$ cat config.mk
export PLATFORM = sky130hd
export DESIGN_NAME = codec_cmd_port
export DESIGN_NICKNAME = d
export VERILOG_FILES = /design/src/rtl/ccp_pkg.sv /design/src/rtl/ccp_host_regs.sv /design/src/rtl/ccp_cmd_engine.sv /design/src/rtl/codec_cmd_port.sv
export SDC_FILE = /design/constraint.sdc
export NUM_CORES = 1
export LEC_CHECK = 0
export BUFFER_PORTS_ARGS = -buffer_cell sky130_fd_sc_hd__buf_2
export CORE_MARGIN = 1.5
export CORE_UTILIZATION = 53
export CTS_CLUSTER_DIAMETER = 40
export DETAILED_ROUTE_END_ITERATION = 7
export GPL_ROUTABILITY_DRIVEN = 0
export PLACE_DENSITY = 0.88
export SYNTH_ARGS = -nofsm -noshare
export SYNTH_HDL_FRONTEND = slang
export SYNTH_SLANG_ARGS = --single-unit
$ cat constraint.sdc
create_clock -name clk -period 4.3 [get_ports clk]
set_input_delay 0.645 -clock clk [delete_from_list [all_inputs] [get_ports clk]]
set_output_delay 0.645 -clock clk [all_outputs]
set_load 0.005 [all_outputs]
$ cat src/rtl/ccp_pkg.sv
package ccp_pkg;
  localparam logic [2:0] SEL_ADDR  = 3'd0;
  localparam logic [2:0] SEL_WDATA = 3'd1;
  localparam logic [2:0] SEL_CTRL  = 3'd2;
  localparam logic [2:0] SEL_STAT  = 3'd3;
  localparam logic [2:0] SEL_SDATA = 3'd4;

  localparam int CTL_GO  = 0;
  localparam int CTL_RD  = 1;
  localparam int CTL_FRM = 2;
  localparam int CTL_SYN = 3;

  localparam int ST_VALID = 0;
  localparam int ST_READY = 1;
endpackage

$ cat src/rtl/ccp_host_regs.sv
module ccp_host_regs
  import ccp_pkg::*;
#(
  parameter int IDX_W   = 8,
  parameter int CODEC_W = 2,
  parameter int DATA_W  = 16,
  localparam int AW     = IDX_W + CODEC_W
) (
  input  logic              clk,
  input  logic              rst_n,
  input  logic              wr_addr,
  input  logic              wr_data,
  input  logic              wr_ctrl,
  input  logic [DATA_W-1:0] wdata,
  input  logic              busy,
  output logic [AW-1:0]     addr_q,
  output logic [DATA_W-1:0] data_q,
  output logic              ctl_rd_q,
  output logic              ctl_frm_q,
  output logic              ctl_syn_q,
  output logic              go
);
  logic [AW-1:0]     addr_d;
  logic [DATA_W-1:0] data_d;
  logic              rd_d, frm_d, syn_d;
  logic              addr_en, data_en, ctrl_en;

  // Writes land only while no command is pending.
  assign addr_en = wr_addr & ~busy;
  assign data_en = wr_data & ~busy;
  assign ctrl_en = wr_ctrl & ~busy;
  assign go      = ctrl_en & wdata[CTL_GO];

  always_comb begin
    addr_d = addr_q;
    data_d = data_q;
    rd_d   = ctl_rd_q;
    frm_d  = ctl_frm_q;
    syn_d  = ctl_syn_q;
    if (addr_en) addr_d = wdata[AW-1:0];
    if (data_en) data_d = wdata;
    if (ctrl_en) begin
      rd_d  = wdata[CTL_RD];
      frm_d = wdata[CTL_FRM];
      syn_d = wdata[CTL_SYN];
    end
  end

  always_ff @(posedge clk or negedge rst_n) begin
    if (!rst_n) begin
      addr_q    <= '0;
      data_q    <= '0;
      ctl_rd_q  <= 1'b0;
      ctl_frm_q <= 1'b0;
      ctl_syn_q <= 1'b0;
    end else begin
      addr_q    <= addr_d;
      data_q    <= data_d;
      ctl_rd_q  <= rd_d;
      ctl_frm_q <= frm_d;
      ctl_syn_q <= syn_d;
    end
  end

  // a pending command shields its operands
  assert_hold_busy_R8: assert property (@(posedge clk) disable iff (!rst_n)
    (busy && (wr_addr || wr_data || wr_ctrl)) |=>
      ($stable(addr_q) && $stable(data_q) && $stable({ctl_syn_q, ctl_frm_q, ctl_rd_q})));
endmodule

$ cat src/rtl/ccp_cmd_engine.sv
module ccp_cmd_engine #(
  parameter int DATA_W = 16
) (
  input  logic              clk,
  input  logic              rst_n,
  input  logic              go,
  input  logic              ctl_rd,
  input  logic              ctl_frm,
  input  logic              ctl_syn,
  input  logic              link_slot,
  input  logic              rsp_valid,
  input  logic [DATA_W-1:0] rsp_data,
  input  logic              sdata_rd,
  output logic              fire,
  output logic              cmd_valid_q,
  output logic              stat_valid_q,
  output logic [DATA_W-1:0] sdata_q
);
  logic              cv_d, wait_q, wait_d, sv_d;
  logic [DATA_W-1:0] sd_d;
  logic              take_rsp;

  assign fire     = cmd_valid_q & link_slot & ctl_frm & ctl_syn;
  assign take_rsp = rsp_valid & wait_q & ~go;

  always_comb begin
    cv_d   = cmd_valid_q;
    wait_d = wait_q;
    sv_d   = stat_valid_q;
    sd_d   = sdata_q;
    if (go)        cv_d = 1'b1;
    else if (fire) cv_d = 1'b0;

    if (go)            wait_d = 1'b0;
    else if (fire)     wait_d = ctl_rd;
    else if (take_rsp) wait_d = 1'b0;

    if (go)            sv_d = 1'b0;
    else if (take_rsp) sv_d = 1'b1;
    else if (sdata_rd) sv_d = 1'b0;

    if (take_rsp) sd_d = rsp_data;
  end

  always_ff @(posedge clk or negedge rst_n) begin
    if (!rst_n) begin
      cmd_valid_q  <= 1'b0;
      wait_q       <= 1'b0;
      stat_valid_q <= 1'b0;
      sdata_q      <= '0;
    end else begin
      cmd_valid_q  <= cv_d;
      wait_q       <= wait_d;
      stat_valid_q <= sv_d;
      sdata_q      <= sd_d;
    end
  end

  // command-valid drops once sent, and a command goes out only once
  assert_fire_clears_R3: assert property (@(posedge clk) disable iff (!rst_n)
    fire |=> !cmd_valid_q);
  assert_single_fire_R3: assert property (@(posedge clk) disable iff (!rst_n)
    fire |=> !fire);
  // status-valid comes only from a reply
  assert_sv_from_reply_R5: assert property (@(posedge clk) disable iff (!rst_n)
    $rose(stat_valid_q) |-> $past(rsp_valid));
  // reading stored data retires the status
  assert_read_clears_R6: assert property (@(posedge clk) disable iff (!rst_n)
    (sdata_rd && !rsp_valid) |=> !stat_valid_q);
  // a new command starts with a clean status
  assert_go_clears_R7: assert property (@(posedge clk) disable iff (!rst_n)
    go |=> (!stat_valid_q && cmd_valid_q));
endmodule

$ cat src/rtl/codec_cmd_port.sv
module codec_cmd_port
  import ccp_pkg::*;
#(
  parameter int IDX_W   = 8,
  parameter int CODEC_W = 2,
  parameter int DATA_W  = 16,
  localparam int AW     = IDX_W + CODEC_W
) (
  input  logic               clk,
  input  logic               rst_n,
  input  logic               host_wr,
  input  logic               host_rd,
  input  logic [2:0]         host_sel,
  input  logic [DATA_W-1:0]  host_wdata,
  output logic [DATA_W-1:0]  host_rdata,
  input  logic               link_slot,
  output logic               tx_fire,
  output logic [CODEC_W-1:0] tx_codec,
  output logic [IDX_W-1:0]   tx_index,
  output logic [DATA_W-1:0]  tx_wdata,
  output logic               tx_is_read,
  input  logic               link_rsp_valid,
  input  logic [DATA_W-1:0]  link_rsp_data,
  input  logic               codec_ready
);
  logic [AW-1:0]     addr_q;
  logic [DATA_W-1:0] data_q, sdata_q;
  logic              rd_q, frm_q, syn_q, go, cv_q, sv_q, sdata_rd;

  assign sdata_rd = host_rd & (host_sel == SEL_SDATA);

  ccp_host_regs #(.IDX_W(IDX_W), .CODEC_W(CODEC_W), .DATA_W(DATA_W)) regs_i (
    .clk(clk), .rst_n(rst_n),
    .wr_addr(host_wr & (host_sel == SEL_ADDR)),
    .wr_data(host_wr & (host_sel == SEL_WDATA)),
    .wr_ctrl(host_wr & (host_sel == SEL_CTRL)),
    .wdata(host_wdata), .busy(cv_q),
    .addr_q(addr_q), .data_q(data_q),
    .ctl_rd_q(rd_q), .ctl_frm_q(frm_q), .ctl_syn_q(syn_q), .go(go)
  );

  ccp_cmd_engine #(.DATA_W(DATA_W)) eng_i (
    .clk(clk), .rst_n(rst_n), .go(go),
    .ctl_rd(rd_q), .ctl_frm(frm_q), .ctl_syn(syn_q),
    .link_slot(link_slot), .rsp_valid(link_rsp_valid), .rsp_data(link_rsp_data),
    .sdata_rd(sdata_rd), .fire(tx_fire),
    .cmd_valid_q(cv_q), .stat_valid_q(sv_q), .sdata_q(sdata_q)
  );

  assign tx_index   = addr_q[IDX_W-1:0];
  assign tx_codec   = addr_q[AW-1:IDX_W];
  assign tx_wdata   = data_q;
  assign tx_is_read = rd_q;

  always_comb begin
    host_rdata = '0;
    case (host_sel)
      SEL_ADDR:  host_rdata[AW-1:0] = addr_q;
      SEL_WDATA: host_rdata = data_q;
      SEL_CTRL: begin
        host_rdata[CTL_GO]  = cv_q;
        host_rdata[CTL_RD]  = rd_q;
        host_rdata[CTL_FRM] = frm_q;
        host_rdata[CTL_SYN] = syn_q;
      end
      SEL_STAT: begin
        host_rdata[ST_VALID] = sv_q;
        host_rdata[ST_READY] = codec_ready;
      end
      SEL_SDATA: host_rdata = sdata_q;
      default:   host_rdata = '0;
    endcase
  end

  // nothing leaves without an offered slot
  assert_fire_needs_slot_R4: assert property (@(posedge clk) disable iff (!rst_n)
    tx_fire |-> (link_slot && cv_q));
endmodule

== Word level (Yosys, flattened, before mapping) ==
Cells that the tools add are included.

* Bits in registers: 48
* Input bits: 42
* Logic and storage cells: 44

* Reduce and logical (&&, ||, !) cells: 4
* Equality and inequality tests: 4
* Bitwise gates (word level): 15
* Multiplexer cells: 12

{| class="wikitable"
|+ Operator list
! kind !! number
|-
| $pmux 6 s3 || 1
|-
| $and 1x1->1 || 13
|-
| $pmux 6 s2 || 1
|-
| $pmux 2 s5 || 1
|-
| $mux 1 || 8
|-
| $pmux 2 s4 || 1
|-
| $eq 3x2->1 const B || 2
|-
| $reduce_bool 3->1 || 2
|-
| $eq 3x1->1 const B || 1
|-
| $eq 3x3->1 const B || 1
|-
| $logic_not 3->1 || 1
|-
| $not 1->1 || 2
|-
| $reduce_bool 2->1 || 1
|}

== Depth between registers and ports, before layout ==
* Depth after elaboration: 9
* Depth in mapped cells: 5

== Modules after synthesis ==
Synthesis repeated with hierarchy kept, for this count alone.

* Cells, all modules: 184
* Area, all modules: 2434.8 um2

{| class="wikitable"
|+ By module, submodules not included
! module !! cells an instance !! seq. area each (um2) !! area an instance (um2) !! times used
|-
| ccp_host_regs || 66 || 725.7 || 1152.4 || 1
|-
| ccp_cmd_engine || 45 || 475.5 || 777.0 || 1
|-
| codec_cmd_port || 73 || 0.0 || 505.5 || 1
|}

== Worst setup path before layout ==
OpenSTA, ideal clock, no wires.

* Path type: in2out
* Start point: input port host_sel[0]
* End point: output port host_rdata[10]
* Path buffers: 2
* Path slack: 2.080 ns
* Arrival time: 1.575 ns
* Required time: 3.655 ns
* Cell stages on the path: 5
* Cell sequence: buf_4 > buf_2 > nor2b_1 > a22oi_1 > nor2_1

* Word-level cells in the longest chain between the ends: 2

{| class="wikitable"
|+ RTL lines
! element !! RTL line !! source
|-
| from (decl) || codec_cmd_port.sv:13 || <nowiki>input logic [2:0] host_sel,</nowiki>
|-
| $eq 3x3->1 / $eq 3x1->1 (equally long branches) || codec_cmd_port.sv:57 || <nowiki>case (host_sel)</nowiki>
|-
| $pmux 6 s2 (*) || codec_cmd_port.sv:57 ||
|-
| to (decl) || codec_cmd_port.sv:15 || <nowiki>output logic [DATA_W-1:0] host_rdata,</nowiki>
|}

Every way passes the cells marked *; elsewhere a longest branch is shown, timed or not.

== Worst setup path after layout ==
* Start point: input port host_sel[0]
* End point: output port host_rdata[6]

* Word-level cells in the longest chain between the ends: 2

{| class="wikitable"
|+ RTL lines
! element !! RTL line
|-
| $eq 3x3->1 (tied with other cells) || codec_cmd_port.sv:57
|-
| $pmux 6 s3 (*) || codec_cmd_port.sv:57
|}

Marked as above.

==> results.sh <==
export IMPL_design_core_area_mm2=0.00432
export IMPL_crit_path_frequent_cell="sky130_fd_sc_hd__buf_2"
export IMPL_hp_class="in2async"
export IMPL_first_global_vias=1631
export IMPL_fin_area_mm2=0.00290
export IMPL_ys_seq_area_share_pct=50.6
export IMPL_area_growth_synth_to_final_pct=22.0
export IMPL_static_leakage_power_uw=0.00149
export IMPL_power_per_cell_area_mw_per_mm2=576
export IMPL_p_total_uw=1670
export IMPL_detailedRoute_firstPassIterationCount=4
export IMPL_post_cts_setup_buffer_count=0
export IMPL_clk_sinks=48
export IMPL_die_width_um=69.9
export IMPL_cts_tree="done"
export IMPL_utilization_after_layout_pct=67.0
export IMPL_post_synth_num_cell_types=30
export IMPL_vias_per_cell=5.33
export IMPL_final_setup_skew_ns=0.00694
export IMPL_crit_slowest_cell="sky130_fd_sc_hd__nor2b_1"
export IMPL_postPlaceCellArea_mm2=0.00281
export IMPL_drv_slew=0
export IMPL_cts_hold_fix_buffers=0
export IMPL_dpl_hpwl_mm=3.70
export IMPL_start_kind="input pin"
export IMPL_maxSlewHeadroom_pct=33.3
export IMPL_port_buffers=85
export IMPL_clockBufferDepth=2
export IMPL_mappedNetlistNets=219
export IMPL_num_nets_final=302
export IMPL_timing_setup_tns_ns=0
export IMPL_setup_repair_after_global_routing_missed_its_margin="no"
export IMPL_drt_iter0_drc=57
export IMPL_mappedNetlistArea_mm2=0.00237
export IMPL_final_seq_area_mm2=0.00120
export IMPL_report_final_setup_viol=0
export IMPL_floorplan_initialDensity_pct=54.9
export IMPL_chipHeight_um=69.9
export IMPL_syn_inst=177
export IMPL_antenna_violations_before_repair=0
export IMPL_drt_drc_violations_left=0
export IMPL_cp_slowest_stage_delay_ns=0.68
export IMPL_outcome="complete, no violations"
export IMPL_fp_dieArea_mm2=0.00489
export IMPL_post_cts_resize_count=0
export IMPL_clk_latency_ns=0.30
export IMPL_crit_chain="buf_2 > nor2b_1 > nand2_1 > a21oi_1 > buf_2"
export IMPL_ir_worst_vdd_v=0.000344
export IMPL_layout_worst_path_cycle_share_pct=63.0
export IMPL_placement_rows=24
export IMPL_detailroute_via_count=1664
export IMPL_wl_per_cell_um=15.9
export IMPL_period_minus_slack_ns=2.71
export IMPL_timing_final_hold_violations=0
export IMPL_grt_start_max_net_pins=49
export IMPL_fillCellCount=356
export IMPL_antenna_diode_count=0
export IMPL_cts_reportedPaths_clkPinSlew_ns=0.08
export IMPL_route_antenna_remaining_nets=0
export IMPL_grt_remaining_overflow=0
export IMPL_cts_htree_levels=2
export IMPL_worst_pin_slew_ns=1.00
export IMPL_ys_warn_count=0
export IMPL_cts_inserted_buffers=5
export IMPL_groute_usage_overall_pct=21.1
export IMPL_routed_wirelength_mm=4.95
export IMPL_worst_setup_path_type="in2out"
export IMPL_clock_tree_root_cell="sky130_fd_sc_hd__clkbuf_8"
export IMPL_syn_mean_instance_area_um2=13.4
export IMPL_multi_input_comb_area_mm2=0.00111
export IMPL_max_cap_violations=0
export IMPL_cp_data_required_time_ns=3.65
export IMPL_layout_drive_gt1_share_pct=56.9
export IMPL_grt_pass1_wl_mm=7.96
export IMPL_timing_critical_path_to_type="primary output"
export IMPL_arrival_ns=2.06
export IMPL_crit_path_max_fanout=19
export IMPL_synth_seq_cells=48
export IMPL_boundaryPins=86
export IMPL_achievable_frequency_ghz=0.369
==> logic make-up (layout without fill, tap and decap cells) <==
family                 Yosys count  count (layout)  share of synthesized area [%]
multiplexers                    58              58                           30.0
buffers and inverters           10              93                           2.64
flip-flops                      48              48                           50.6
AO/OA/AOI/OAI                   26              26                           7.70
AND/OR/NAND/NOR                 35              35                           9.07
==> Yosys cell counts <==
cell type	instances	area (um^2)
sky130_fd_sc_hd__a21o_1	1	7.51
sky130_fd_sc_hd__a21oi_1	7	35.0
sky130_fd_sc_hd__a22oi_1	6	45.0
sky130_fd_sc_hd__a2bb2oi_1	1	8.76
sky130_fd_sc_hd__a311oi_1	1	8.76
sky130_fd_sc_hd__a31oi_4	1	21.3
sky130_fd_sc_hd__and3_1	1	6.26
sky130_fd_sc_hd__buf_2	2	10.0
sky130_fd_sc_hd__buf_4	2	15.0
sky130_fd_sc_hd__buf_6	2	22.5
sky130_fd_sc_hd__clkbuf_1	3	11.3
sky130_fd_sc_hd__dfrtp_1	48	1200
sky130_fd_sc_hd__inv_1	1	3.75
sky130_fd_sc_hd__mux2_2	25	282
sky130_fd_sc_hd__mux2_4	20	300
sky130_fd_sc_hd__mux2i_1	13	130
sky130_fd_sc_hd__nand2_1	10	37.5
sky130_fd_sc_hd__nand3b_1	2	15.0
sky130_fd_sc_hd__nand3b_4	1	20.0
sky130_fd_sc_hd__nand4_1	1	6.26
sky130_fd_sc_hd__nor2_1	7	26.3
sky130_fd_sc_hd__nor2b_1	3	18.8
sky130_fd_sc_hd__nor2b_2	1	8.76
sky130_fd_sc_hd__nor3b_1	1	7.51
sky130_fd_sc_hd__nor3b_2	1	12.5
sky130_fd_sc_hd__nor3b_4	1	18.8
sky130_fd_sc_hd__o21a_1	3	22.5
sky130_fd_sc_hd__o21ai_0	5	25.0
sky130_fd_sc_hd__o2bb2ai_1	1	8.76
sky130_fd_sc_hd__or2_2	6	37.5
==> cell type report <==
cell class                      instances  area share, %
Clock buffer                            6           2.85
Tap cell                               52           2.25
Timing Repair Buffer                   85           14.7
Clock inverter                          1          0.302
Multi-Input combinational cell        119           38.3
Inverter                                1          0.130
Sequential cell                        48           41.5
==> cell usage in the layout, fill, tap and decap left out, types with 2 or more instances in the layout <==
cell | netlist | final
sky130_fd_sc_hd__buf_2 | 2 | 85
sky130_fd_sc_hd__nand2_1 | 10 | 10
sky130_fd_sc_hd__or2_2 | 6 | 6
sky130_fd_sc_hd__dfrtp_1 | 48 | 48
sky130_fd_sc_hd__clkbuf_8 | 0 | 6
sky130_fd_sc_hd__mux2_4 | 20 | 20
sky130_fd_sc_hd__a22oi_1 | 6 | 6
sky130_fd_sc_hd__nor2_1 | 7 | 7
sky130_fd_sc_hd__nand3b_1 | 2 | 2
sky130_fd_sc_hd__mux2_2 | 25 | 25
sky130_fd_sc_hd__mux2i_1 | 13 | 13
sky130_fd_sc_hd__o21ai_0 | 5 | 5
sky130_fd_sc_hd__nor2b_1 | 3 | 3
sky130_fd_sc_hd__a21oi_1 | 7 | 7
sky130_fd_sc_hd__o21a_1 | 3 | 3
==> critical path, delay by kind of cell <==
| kind | cells | cell delay, ns |
|---|---|---|
| AOI/OAI and AO/OA | 1 | 0.19 |
| and+or+nand+nor | 2 | 0.80 |
| buffers and inverters | 2 | 0.41 |
==> power breakdown <==
part	switching, uW	internal, uW	total [uW]	leakage [uW]
Combinational	219	375	594	0.000845
Clock	139	128	267	0.0000473
Sequential	154	653	808	0.000599
Total	512	1160	1670	0.00149
==> path summary, 6_finish.rpt <==
kind	endpoint	startpoint	slack, ns	cells past startpoint
worst max-delay path	host_rdata[6]	host_sel[0]	1.59	5
worst min-delay path	regs_i.data_q[3]$_DFFE_PN0P_	rst_n	0.51	1
worst max register to register	regs_i.addr_q[6]$_DFFE_PN0P_	eng_i.cmd_valid_q$_DFFE_PN0P_	2.24	3
worst min register to register	eng_i.sdata_q[3]$_DFFE_PN0P_	eng_i.sdata_q[3]$_DFFE_PN0P_	0.52	1
max in group asynchronous	eng_i.sdata_q[3]$_DFFE_PN0P_	rst_n	3.16	1
min in group clk	eng_i.sdata_q[3]$_DFFE_PN0P_	eng_i.sdata_q[3]$_DFFE_PN0P_	0.52	1
==> state kept, by name, summed over array words and instances (netlist names) <==
name,count
regs_i.ctl_syn_q,1
eng_i.sdata_q,16
regs_i.addr_q,10
regs_i.ctl_rd_q,1
regs_i.data_q,16
eng_i.cmd_valid_q,1
regs_i.ctl_frm_q,1
eng_i.wait_q,1
eng_i.stat_valid_q,1
==> per-layer routing <==
layer	vias up	global-route usage, %	share of wire, %
met3	9	5.34	5.0
met1	808	28.4	46
met5	-	0	0
met2	44	32.7	47
li1	803	-	-
met4	0	9.19	2.1
==> through the flow <==
stage / hold slack (ns) / worst slack, ns / instances
detailed placement: 0.499 / 1.58 / 305
global route: 0.544 / 1.43 / 312
CTS: 0.525 / 1.59 / 312
floorplan: 0.349 / 2.08 / 177
finish: 0.510 / 1.59 / 312
global placement: 0.498 / 1.64 / 305
Power figures use the tool's default switching activity.
